===== src/rtl/modelat_pkg.sv =====
package modelat_pkg;

  // Latency class chosen by the control for one bit of one write
  typedef enum logic [1:0] {
    LAT_NOW  = 2'd0,
    LAT_ONE  = 2'd1,
    LAT_SLOW = 2'd2
  } latSel_e;

  // Strobe bundle from control to datapath, one per bit
  typedef struct packed {
    logic    hit;
    logic    val;
    latSel_e sel;
  } bitUpd_t;

endpackage


===== src/rtl/modelat_ctrl.sv =====
module modelat_ctrl
  import modelat_pkg::*;
#(
  parameter int            W         = 10,
  parameter logic [W-1:0]  SLOW_MASK = 10'b00_0100_0010,
  parameter logic [W-1:0]  ZERO_MASK = 10'b00_0000_1000,
  localparam int           IW        = $clog2(W)
) (
  input  logic                 loadEn,
  input  logic [W-1:0]         loadData,
  input  logic                 popEn,
  input  logic [W-1:0]         popData,
  input  logic                 cmdEn,
  input  logic [IW-1:0]        cmdIdx,
  input  logic                 cmdVal,
  output bitUpd_t [W-1:0]      upd
);

  // Whole-word write: a restore beats a load
  logic         wordHit;
  logic [W-1:0] wordVal;

  assign wordHit = loadEn | popEn;
  assign wordVal = popEn ? popData : loadData;

  always_comb begin
    for (int i = 0; i < W; i++) begin
      upd[i].hit = wordHit;
      upd[i].val = wordVal[i];
      if (SLOW_MASK[i])      upd[i].sel = LAT_SLOW;
      else if (ZERO_MASK[i]) upd[i].sel = LAT_NOW;
      else                   upd[i].sel = LAT_ONE;
      // Single-bit command overrides the word write for its bit
      if (cmdEn && (int'(cmdIdx) == i)) begin
        upd[i].hit = 1'b1;
        upd[i].val = cmdVal;
        upd[i].sel = LAT_NOW;
      end
    end
  end

endmodule


===== src/rtl/modelat_bit.sv =====
module modelat_bit
  import modelat_pkg::*;
#(
  parameter int   SLOW_LAT = 3,
  parameter logic RST_VAL  = 1'b0,
  localparam int  CW       = $clog2(SLOW_LAT + 1)
) (
  input  logic    clk,
  input  logic    rstN,
  input  bitUpd_t upd,
  output logic    archBit,
  output logic    effBit
);

  logic [CW-1:0] remain;
  logic          pendVal;
  logic [CW-1:0] startCnt;

  always_comb begin
    case (upd.sel)
      LAT_NOW: startCnt = '0;
      LAT_ONE: startCnt = CW'(1);
      default: startCnt = CW'(SLOW_LAT);
    endcase
  end

  // One pending write per bit; a new write restarts the countdown
  always_ff @(posedge clk) begin
    if (!rstN) begin
      archBit <= RST_VAL;
      effBit  <= RST_VAL;
      pendVal <= RST_VAL;
      remain  <= '0;
    end else if (upd.hit) begin
      archBit <= upd.val;
      pendVal <= upd.val;
      remain  <= startCnt;
      if (startCnt == '0) effBit <= upd.val;
    end else if (remain != '0) begin
      remain <= remain - CW'(1);
      if (remain == CW'(1)) effBit <= pendVal;
    end
  end

endmodule


===== src/rtl/modelat_datapath.sv =====
module modelat_datapath
  import modelat_pkg::*;
#(
  parameter int           W         = 10,
  parameter int           SLOW_LAT  = 3,
  parameter logic [W-1:0] RESET_VAL = '0
) (
  input  logic            clk,
  input  logic            rstN,
  input  bitUpd_t [W-1:0] upd,
  output logic [W-1:0]    archValue,
  output logic [W-1:0]    effValue
);

  for (genvar g = 0; g < W; g++) begin : gBit
    modelat_bit #(
      .SLOW_LAT (SLOW_LAT),
      .RST_VAL  (RESET_VAL[g])
    ) uBit (
      .clk     (clk),
      .rstN    (rstN),
      .upd     (upd[g]),
      .archBit (archValue[g]),
      .effBit  (effValue[g])
    );
  end

endmodule


===== src/rtl/modelat_reg.sv =====
module modelat_reg
  import modelat_pkg::*;
#(
  parameter int           W         = 10,
  parameter int           SLOW_LAT  = 3,
  parameter logic [W-1:0] SLOW_MASK = 10'b00_0100_0010,
  parameter logic [W-1:0] ZERO_MASK = 10'b00_0000_1000,
  parameter logic [W-1:0] RESET_VAL = '0,
  localparam int          IW        = $clog2(W)
) (
  input  logic          clk,
  input  logic          rstN,
  input  logic          loadEn,
  input  logic [W-1:0]  loadData,
  input  logic          popEn,
  input  logic [W-1:0]  popData,
  input  logic          cmdEn,
  input  logic [IW-1:0] cmdIdx,
  input  logic          cmdVal,
  output logic [W-1:0]  archValue,
  output logic [W-1:0]  effValue
);

  bitUpd_t [W-1:0] upd;

  modelat_ctrl #(
    .W         (W),
    .SLOW_MASK (SLOW_MASK),
    .ZERO_MASK (ZERO_MASK)
  ) uCtrl (
    .loadEn   (loadEn),
    .loadData (loadData),
    .popEn    (popEn),
    .popData  (popData),
    .cmdEn    (cmdEn),
    .cmdIdx   (cmdIdx),
    .cmdVal   (cmdVal),
    .upd      (upd)
  );

  modelat_datapath #(
    .W         (W),
    .SLOW_LAT  (SLOW_LAT),
    .RESET_VAL (RESET_VAL)
  ) uPath (
    .clk       (clk),
    .rstN      (rstN),
    .upd       (upd),
    .archValue (archValue),
    .effValue  (effValue)
  );

endmodule


===== config.mk =====
export PLATFORM = sky130hd
export DESIGN_NAME = modelat_reg
export DESIGN_NICKNAME = d
export VERILOG_FILES = /design/src/rtl/modelat_pkg.sv /design/src/rtl/modelat_ctrl.sv /design/src/rtl/modelat_bit.sv /design/src/rtl/modelat_datapath.sv /design/src/rtl/modelat_reg.sv
export SDC_FILE = /design/constraint.sdc
export NUM_CORES = 1
export LEC_CHECK = 0
export ABC_AREA = 1
export BUFFER_PORTS_ARGS = -buffer_cell sky130_fd_sc_hd__buf_2
export CORE_MARGIN = 2
export CORE_UTILIZATION = 60
export DETAILED_ROUTE_END_ITERATION = 6
export PLACE_DENSITY = 0.85
export SLEW_MARGIN = 20
export SYNTH_ARGS = -nofsm -noshare
export SYNTH_HDL_FRONTEND = slang
export SYNTH_SLANG_ARGS = --single-unit
export TNS_END_PERCENT = 30

===== constraint.sdc =====
create_clock -name clk -period 2.7 [get_ports clk]
set_clock_uncertainty 0.05 [all_clocks]
set_input_delay 0.405 -clock clk [delete_from_list [all_inputs] [get_ports clk]]
set_output_delay 0.405 -clock clk [all_outputs]
set_load 0.02 [all_outputs]

==> results of run 1 <==
## layout make-up
class / count / share of cell area [%]
clock buffer: 7 / 3.267
clock inverter: 1 / 1.018
inverter: 65 / 8.273
multi-input combinational: 270 / 49.00
sequential: 40 / 27.15
tap: 52 / 2.206
timing repair buffer: 52 / 9.079
## cell families (layout without fill, tap and decap cells)
group / Yosys count / after routing / share of synthesized area (%)
AO/OA/AOI/OAI: 31 / 31 / 6.163
adder cells (fa/ha/maj): 20 / 20 / 9.268
AND/OR/NAND/NOR: 214 / 214 / 36.38
buffers and inverters: 98 / 125 / 16.91
XOR/XNOR: 5 / 5 / 1.622
flip-flops: 40 / 40 / 29.66
## stage by stage
stage / instances / area [um^2] / hold WS (ns) / util [%]
after global routing: 487 / 2949 / 0.3456 / 67.73
after CTS: 487 / 2949 / 0.3474 / 67.73
after floorplan: 408 / 2700 / 0.3945 / -
after global placement: 479 / 2823 / 0.4082 / 64.83
after detailed placement: 479 / 2823 / 0.4227 / 64.83
final: 487 / 2949 / 0.3519 / 67.73
## final timing paths
kind / end / slack [ns] / from
min reg2reg: uPath.gBit[6].uBit.remain[1] / 0.43 / uPath.gBit[6].uBit.remain[1]
max: uPath.gBit[6].uBit.effBit / 0.98 / popEn
max reg2reg: uPath.gBit[1].uBit.effBit / 1.39 / uPath.gBit[1].uBit.remain[0]
min: uPath.gBit[1].uBit.pendVal / 0.35 / cmdVal
## sequential cells by signal (all words and copies together) (netlist names)
register / count
uPath.gBit.uBit.effBit: 10
uPath.gBit.uBit.pendVal: 10
uPath.gBit.uBit.remain: 20
## cell usage after synthesis (all sizes together)
library cell,n
buf,27
xnor2,4
a31oi,1
ha,20
a311oi,2
nand3,41
nand4,4
nand3b,13
dfxtp,40
or2,1
nor3,9
nand2,121
a21oi,12
inv,62
a211oi,1
clkinv,3
nor2,25
clkbuf,6
o21ai,15
xor2,1
## metal layers
metal  track usage (%)  share of wire, %  vias up
li1                  -                 -     1302
met1             30.21                44     1100
met2             42.78                49       63
met3             5.840               6.0       10
met4             9.434               1.5        0
met5                 0                 0        -
## power breakdown
group          internal (mW)  total, mW  switching (mW)  leakage, nW
Clock                  0.326      0.548           0.222       0.0645
Sequential             0.626      0.649          0.0232        0.330
Combinational          0.112      0.296           0.184         1.22
Total                   1.06       1.49           0.429         1.61
## cell usage in the layout, fill, tap and decap left out, drive strengths merged, types with 2 or more instances in the layout
| cell | synthesis | final |
|---|---|---|
| a21oi | 12 | 12 |
| a311oi | 2 | 2 |
| buf | 27 | 52 |
| clkbuf | 6 | 7 |
| clkinv | 3 | 3 |
| dfxtp | 40 | 40 |
| ha | 20 | 20 |
| inv | 62 | 62 |
| nand2 | 121 | 121 |
| nand3 | 41 | 41 |
| nand3b | 13 | 13 |
| nand4 | 4 | 4 |
| nor2 | 25 | 25 |
| nor3 | 9 | 9 |
| o21ai | 15 | 15 |
| xnor2 | 4 | 4 |
## worst max-delay path: stages
cell	delay [ns]
buf_2	0.18
inv_1	0.28
nand2_1	0.46
nand2_1	0.22
nand2_1	0.06
nand2_1	0.07
nand3_1	0.08
nand2_1	0.07
inv_1	0.03
==> metrics.csv, run 1 <==
metric,value,unit
sequential cell area,800.8,um^2
GRT Overall Usage,24.90,%
drt drc,0,
sequential share of the synthesized area,29.66,%
Setup Crit Path Kind,input port to flip-flop,
CTS HTree Levels,2,
Worst EP required,2.86,ns
Syn-to-layout area delta,9.222,%
"worst slack, placed",0.6884,ns
CTS resizes,0,
Worst EP arrival,1.88,ns
post-CTS setup buffers,0,
final net count,484,
total grt overflow,0,
Max clock buf depth,2,
Via density,5.082,
GPL Wtd Cong,0.8160,
"CTS clk-pin slew, worst paths",0.09,ns
Die Wd,71.09,um
n_diodes,0,
Worst Hold Class,input port to flip-flop,
Final Max Slew Viols,0,
Worst-Skew Late Latency,0.31,ns
total vias in the final route,2475,
Leak,1.611,nW
routed len/inst,12.06,um
YS warnings,0,
Final TNS setup,0,ns
core area,0.004354,mm^2
die height,71.09,um
Starting Density,62.01,%
Crit Path Max Fanout,20,
cells after synthesis,408,
share of layout cells above drive strength 1,17.93,%
"Net Count, Synth",458,
Clock Root Buffer,clkbuf_8,
CTS tree,built,
unrepaired setup endpoints after global routing,false,
Slew @ Worst Pin,0.6125,ns
Max Freq,580.1,MHz
DPL Wire Length,4328,um
die area,0.005053,mm^2
total clock sinks,40,
minimum clock period,1.724,ns
area of the multi-input gates,0.001445,mm^2
fillers,392,
power density over the cells,506.6,mW/mm^2
max cap viols,0,
final setup fails,0,
DR pass1 iterations,4,
Critical Path End Type,flip-flop,
Max VDD drop,0.0002736,V
"Distinct cells, synth",26,
WL final,5875,um
status,finished clean,
vias in the first global route,2313,
global-route wire length before repair,9998,um
Slew Limit Headroom,59.07,%
largest net degree at the start of global routing,31,
Post-DRT Antenna Nets,0,
Tot Pwr,1.494,mW
Final period util,63.85,%
synthesized area per cell,6.618,um^2
hold path depth,3,
Iter 0 DRT Violations,142,
startpoint type of the worst setup path,input port,
io pins,50,
Register-to-Register Path Depth,8,
TritonCTS Buffers,5,
I/O Buffers,49,
leading area contributor after synthesis,dfxtp_1,
initial antenna violation count,0,
#FFs+latches synth,40,
Netlist Area Pre-Place,0.002700,mm^2
Final WS setup,0.9761,ns
Core Rows,24,
Post-CTS Hold Buffers,0,
final hold viol count,0,
Synth area leaders,"dfxtp_1, nand2_1, ha_1",
Yosys top cell area share,29.66,%
(Power assumes the default switching activity.)
==> inputs of run 2 (changes only) <==
--- a/config.mk
+++ b/config.mk
@@ -5,12 +5,12 @@
 export SDC_FILE = /design/constraint.sdc
 export NUM_CORES = 1
 export LEC_CHECK = 0
-export ABC_AREA = 1
+export ABC_AREA = 0
 export BUFFER_PORTS_ARGS = -buffer_cell sky130_fd_sc_hd__buf_2
 export CORE_MARGIN = 2
-export CORE_UTILIZATION = 60
+export CORE_UTILIZATION = 55
 export DETAILED_ROUTE_END_ITERATION = 6
-export PLACE_DENSITY = 0.85
+export PLACE_DENSITY = 0.8
 export SLEW_MARGIN = 20
 export SYNTH_ARGS = -nofsm -noshare
 export SYNTH_HDL_FRONTEND = slang
==> constraint.sdc (replaced) <==
create_clock -name clk -period 1.7 [get_ports clk]
set_clock_uncertainty 0.05 [all_clocks]
set_input_delay 0.255 -clock clk [delete_from_list [all_inputs] [get_ports clk]]
set_output_delay 0.255 -clock clk [all_outputs]
set_load 0.02 [all_outputs]
==> metrics.csv, run 2 <==
metric,value,unit,change
synthesized area per cell,8.487,um^2,+28%
core area,0.004324,mm^2,-0.69%
flop2flop setup slack,0.13,ns,-1.26 ns
Leak,1.136,nW,-30%
total vias in the final route,2062,,-17%
share of layout cells above drive strength 1,23.03,%,+5.1 points
"Cell Count, Final, Fillers Out",369,,-24%
max FFs per register,20,,unchanged
top_reg_cell synth,dfxtp_1,,
most frequent cells in the layout,"buf_2, dfxtp_1, nor2_1, a21oi_1",,
Worst EP required,1.82,ns,-1.04 ns
Max Freq,638.1,MHz,
Register-to-Register Path Depth,5,,-3
"CTS clk-pin slew, worst paths",0.07,ns,-0.02 ns
startpoint type of the worst setup path,flip-flop,,
ys async rst share,0,%,unchanged
CTS resizes,0,,unchanged
die area,0.005026,mm^2,-0.53%
GPL Wtd Cong,0.7815,,-4.2%
DR pass1 iterations,4,,unchanged
"Distinct cells, synth",29,,+12%
n_diodes,0,,unchanged
final net count,366,,-24%
CTS HTree Levels,2,,unchanged
cell with the most instances after synthesis,dfxtp_1,,
max cap viols,0,,unchanged
WL final,5250,um,-11%
Placed Cells,361,,-25%
minimum clock period,1.567,ns,
io pins,50,,unchanged
final setup fails,0,,unchanged
CTS tree,built,,
"Net Count, Synth",340,,-26%
Reg-to-Reg End,uPath.gBit[7].uBit.effBit,,
Post-DRT Antenna Nets,0,,unchanged
hold path depth,3,,unchanged
YS warnings,0,,unchanged
Netlist Area Pre-Place,0.002461,mm^2,-8.9%
"EDFF count, synth",0,,unchanged
routed len/inst,14.23,um,+18%
Via density,5.588,,+10%
die height,70.90,um,-0.27%
I/O Buffers,49,,unchanged
CP startpoint,uPath.gBit[7].uBit.remain[0],,
total grt overflow,0,,unchanged
initial antenna violation count,0,,unchanged
final hold viol count,0,,unchanged
Min Hold Slack,0.1802,ns,-0.1716 ns
Slew @ Worst Pin,0.6135,ns,+0.001005 ns
Iter 0 DRT Violations,135,,-4.9%
largest register by flop count,uPath.gBit.uBit.remain,,
sequential share of the synthesized area,32.54,%,+2.9 points
top flop regs,"uPath.gBit.uBit.remain: 20 flops, uPath.gBit.uBit.effBit: 10 flops, uPath.gBit.uBit.pendVal: 10 flops",,
leading area contributor after synthesis,dfxtp_1,,
TritonCTS Buffers,5,,unchanged
post-route cell area,0.002721,mm^2,-7.7%
Critical Path End Type,flip-flop,,
Clock Root Buffer,clkbuf_8,,
Max clock buf depth,2,,unchanged
Post-synth top cells,"dfxtp_1, nor2_1, a21oi_1",,
Synth area leaders,"dfxtp_1, ha_1, mux2i_1",,
FF-to-FF Start,uPath.gBit[7].uBit.remain[0],,
vias in the first global route,1916,,-17%
Worst EP arrival,1.69,ns,-0.19 ns
"commonest non-fill, non-tap cell in the layout",buf_2,,
total clock sinks,40,,unchanged
Final Max Slew Viols,0,,unchanged
unrepaired setup endpoints after global routing,false,,
cells after synthesis,290,,-29%
placed cell areas,0.002613,mm^2,-7.4%
Min-Delay Endpoint,uPath.gBit[6].uBit.pendVal,,
crit-path max cell delay,0.37,ns,-0.09 ns
Core Rows,24,,unchanged
Crit Path Max Fanout,4,,-80%
Setup Crit Path Kind,flip-flop to flip-flop,,
Worst-Skew Late Latency,0.30,ns,about the same
#FFs+latches synth,40,,unchanged
Final TNS setup,0,ns,unchanged
GRT Overall Usage,21.95,%,-3.0 points
Worst Hold Class,input port to flip-flop,,
min-delay src,popData[6],,
Yosys top cell area share,32.54,%,+2.9 points
status,finished clean,,
post-CTS setup buffers,0,,unchanged
Post-CTS Hold Buffers,0,,unchanged
Slew Limit Headroom,59.10,%,about the same
drt drc,0,,unchanged
Max VDD drop,0.0004294,V,+57%
Syn-to-layout area delta,10.57,%,
global-route wire length before repair,8797,um,-12%
power density over the cells,778.6,mW/mm^2,+54%
worst-path cell chain,inv_1 > ha_1 > nor4b_2 > mux2i_1 > a21oi_1,,
Final period util,92.19,%,
Die Wd,70.90,um,-0.27%
largest net degree at the start of global routing,31,,unchanged
DPL Wire Length,3560,um,-18%
"Max stage delay cell, worst path",dfxtp_1,,
Starting Density,56.92,%,-5.1 points
==> run 2: cell types whose count changed in the layout (fill, tap and decap cells not counted), moves of 7 or more <==
cell | before | now
a21oi_1 | 12 | 21
or2_1 | 0 | 9
nand2_1 | 121 | 10
o31ai_1 | 0 | 10
nor3_1 | 9 | 16
inv_1 | 57 | 20
mux2i_1 | 0 | 18
nand3b_1 | 13 | 2
nand3_1 | 36 | 0
==> run 2: kinds of logic (layout without fill, tap and decap cells) <==
logic type,count (synthesis),after routing,synth area share (%)
and+or+nand+nor,79,79,17.13
adders and majority gates,20,20,10.17
DFF,40,40,32.54
muxes,23,23,9.608
AOI/OAI and AO/OA,61,61,14.85
buffers and inverters,57,84,12.15
xor gates and xnor gates,10,10,3.559
==> run 2: worst max-delay path by stage <==
stage                                endpoint  slack (ns)  depth (start not counted)
detailed placement  uPath.gBit[3].uBit.effBit        0.13                          4
CTS                 uPath.gBit[7].uBit.effBit        0.05                          5
global route        uPath.gBit[7].uBit.effBit        0.01                          5
finish              uPath.gBit[7].uBit.effBit        0.13                          5
floorplan           uPath.gBit[7].uBit.effBit        0.27                          5
global placement    uPath.gBit[7].uBit.effBit        0.16                          5
==> run 2: stage by stage <==
step / setup slack (ns) / power [mW] / utilization (%)
final: 0.1328 / 2.119 / 62.93
after global routing: 0.01075 / 2.224 / 62.93
after CTS: 0.05151 / 2.125 / 62.50
after detailed placement: 0.1339 / 1.472 / 60.42
after global placement: 0.1644 / 1.459 / 60.42
after floorplan: 0.2739 / 1.377 / -
==> run 2: metal layers <==
layer,vias up,part of all wire (%),global-route usage (%)
li1,1033,-,-
met1,943,45,28.24
met2,76,47,35.62
met3,10,6.5,5.271
met4,0,1.8,8.595
met5,-,0,0
==> run 2: cell type report <==
type | instances | area [um^2]
Multi-Input combinational cell | 193 | 1380
Inverter | 20 | 75.07
Sequential cell | 40 | 800.8
Timing Repair Buffer | 56 | 310.3
Clock buffer | 8 | 90.09
Fill cell | 364 | 1603
Tap cell | 52 | 65.06
==> run 2: where the power goes <==
group          leakage (nW)  switching [mW]  internal (mW)  total [mW]
sequential            0.330          0.0362          0.990        1.03
combinational         0.761           0.244          0.192       0.436
clock                0.0455           0.325          0.331       0.656
==> run 2: worst max-delay path, delay by kind of cell (launching register included) <==
kind / cells / cell delay (ns)
mux: 1 / 0.27
flops: 1 / 0.37
compound gates: 1 / 0.13
buf+inv: 1 / 0.06
simple gates: 1 / 0.31
fa+ha+maj: 1 / 0.25
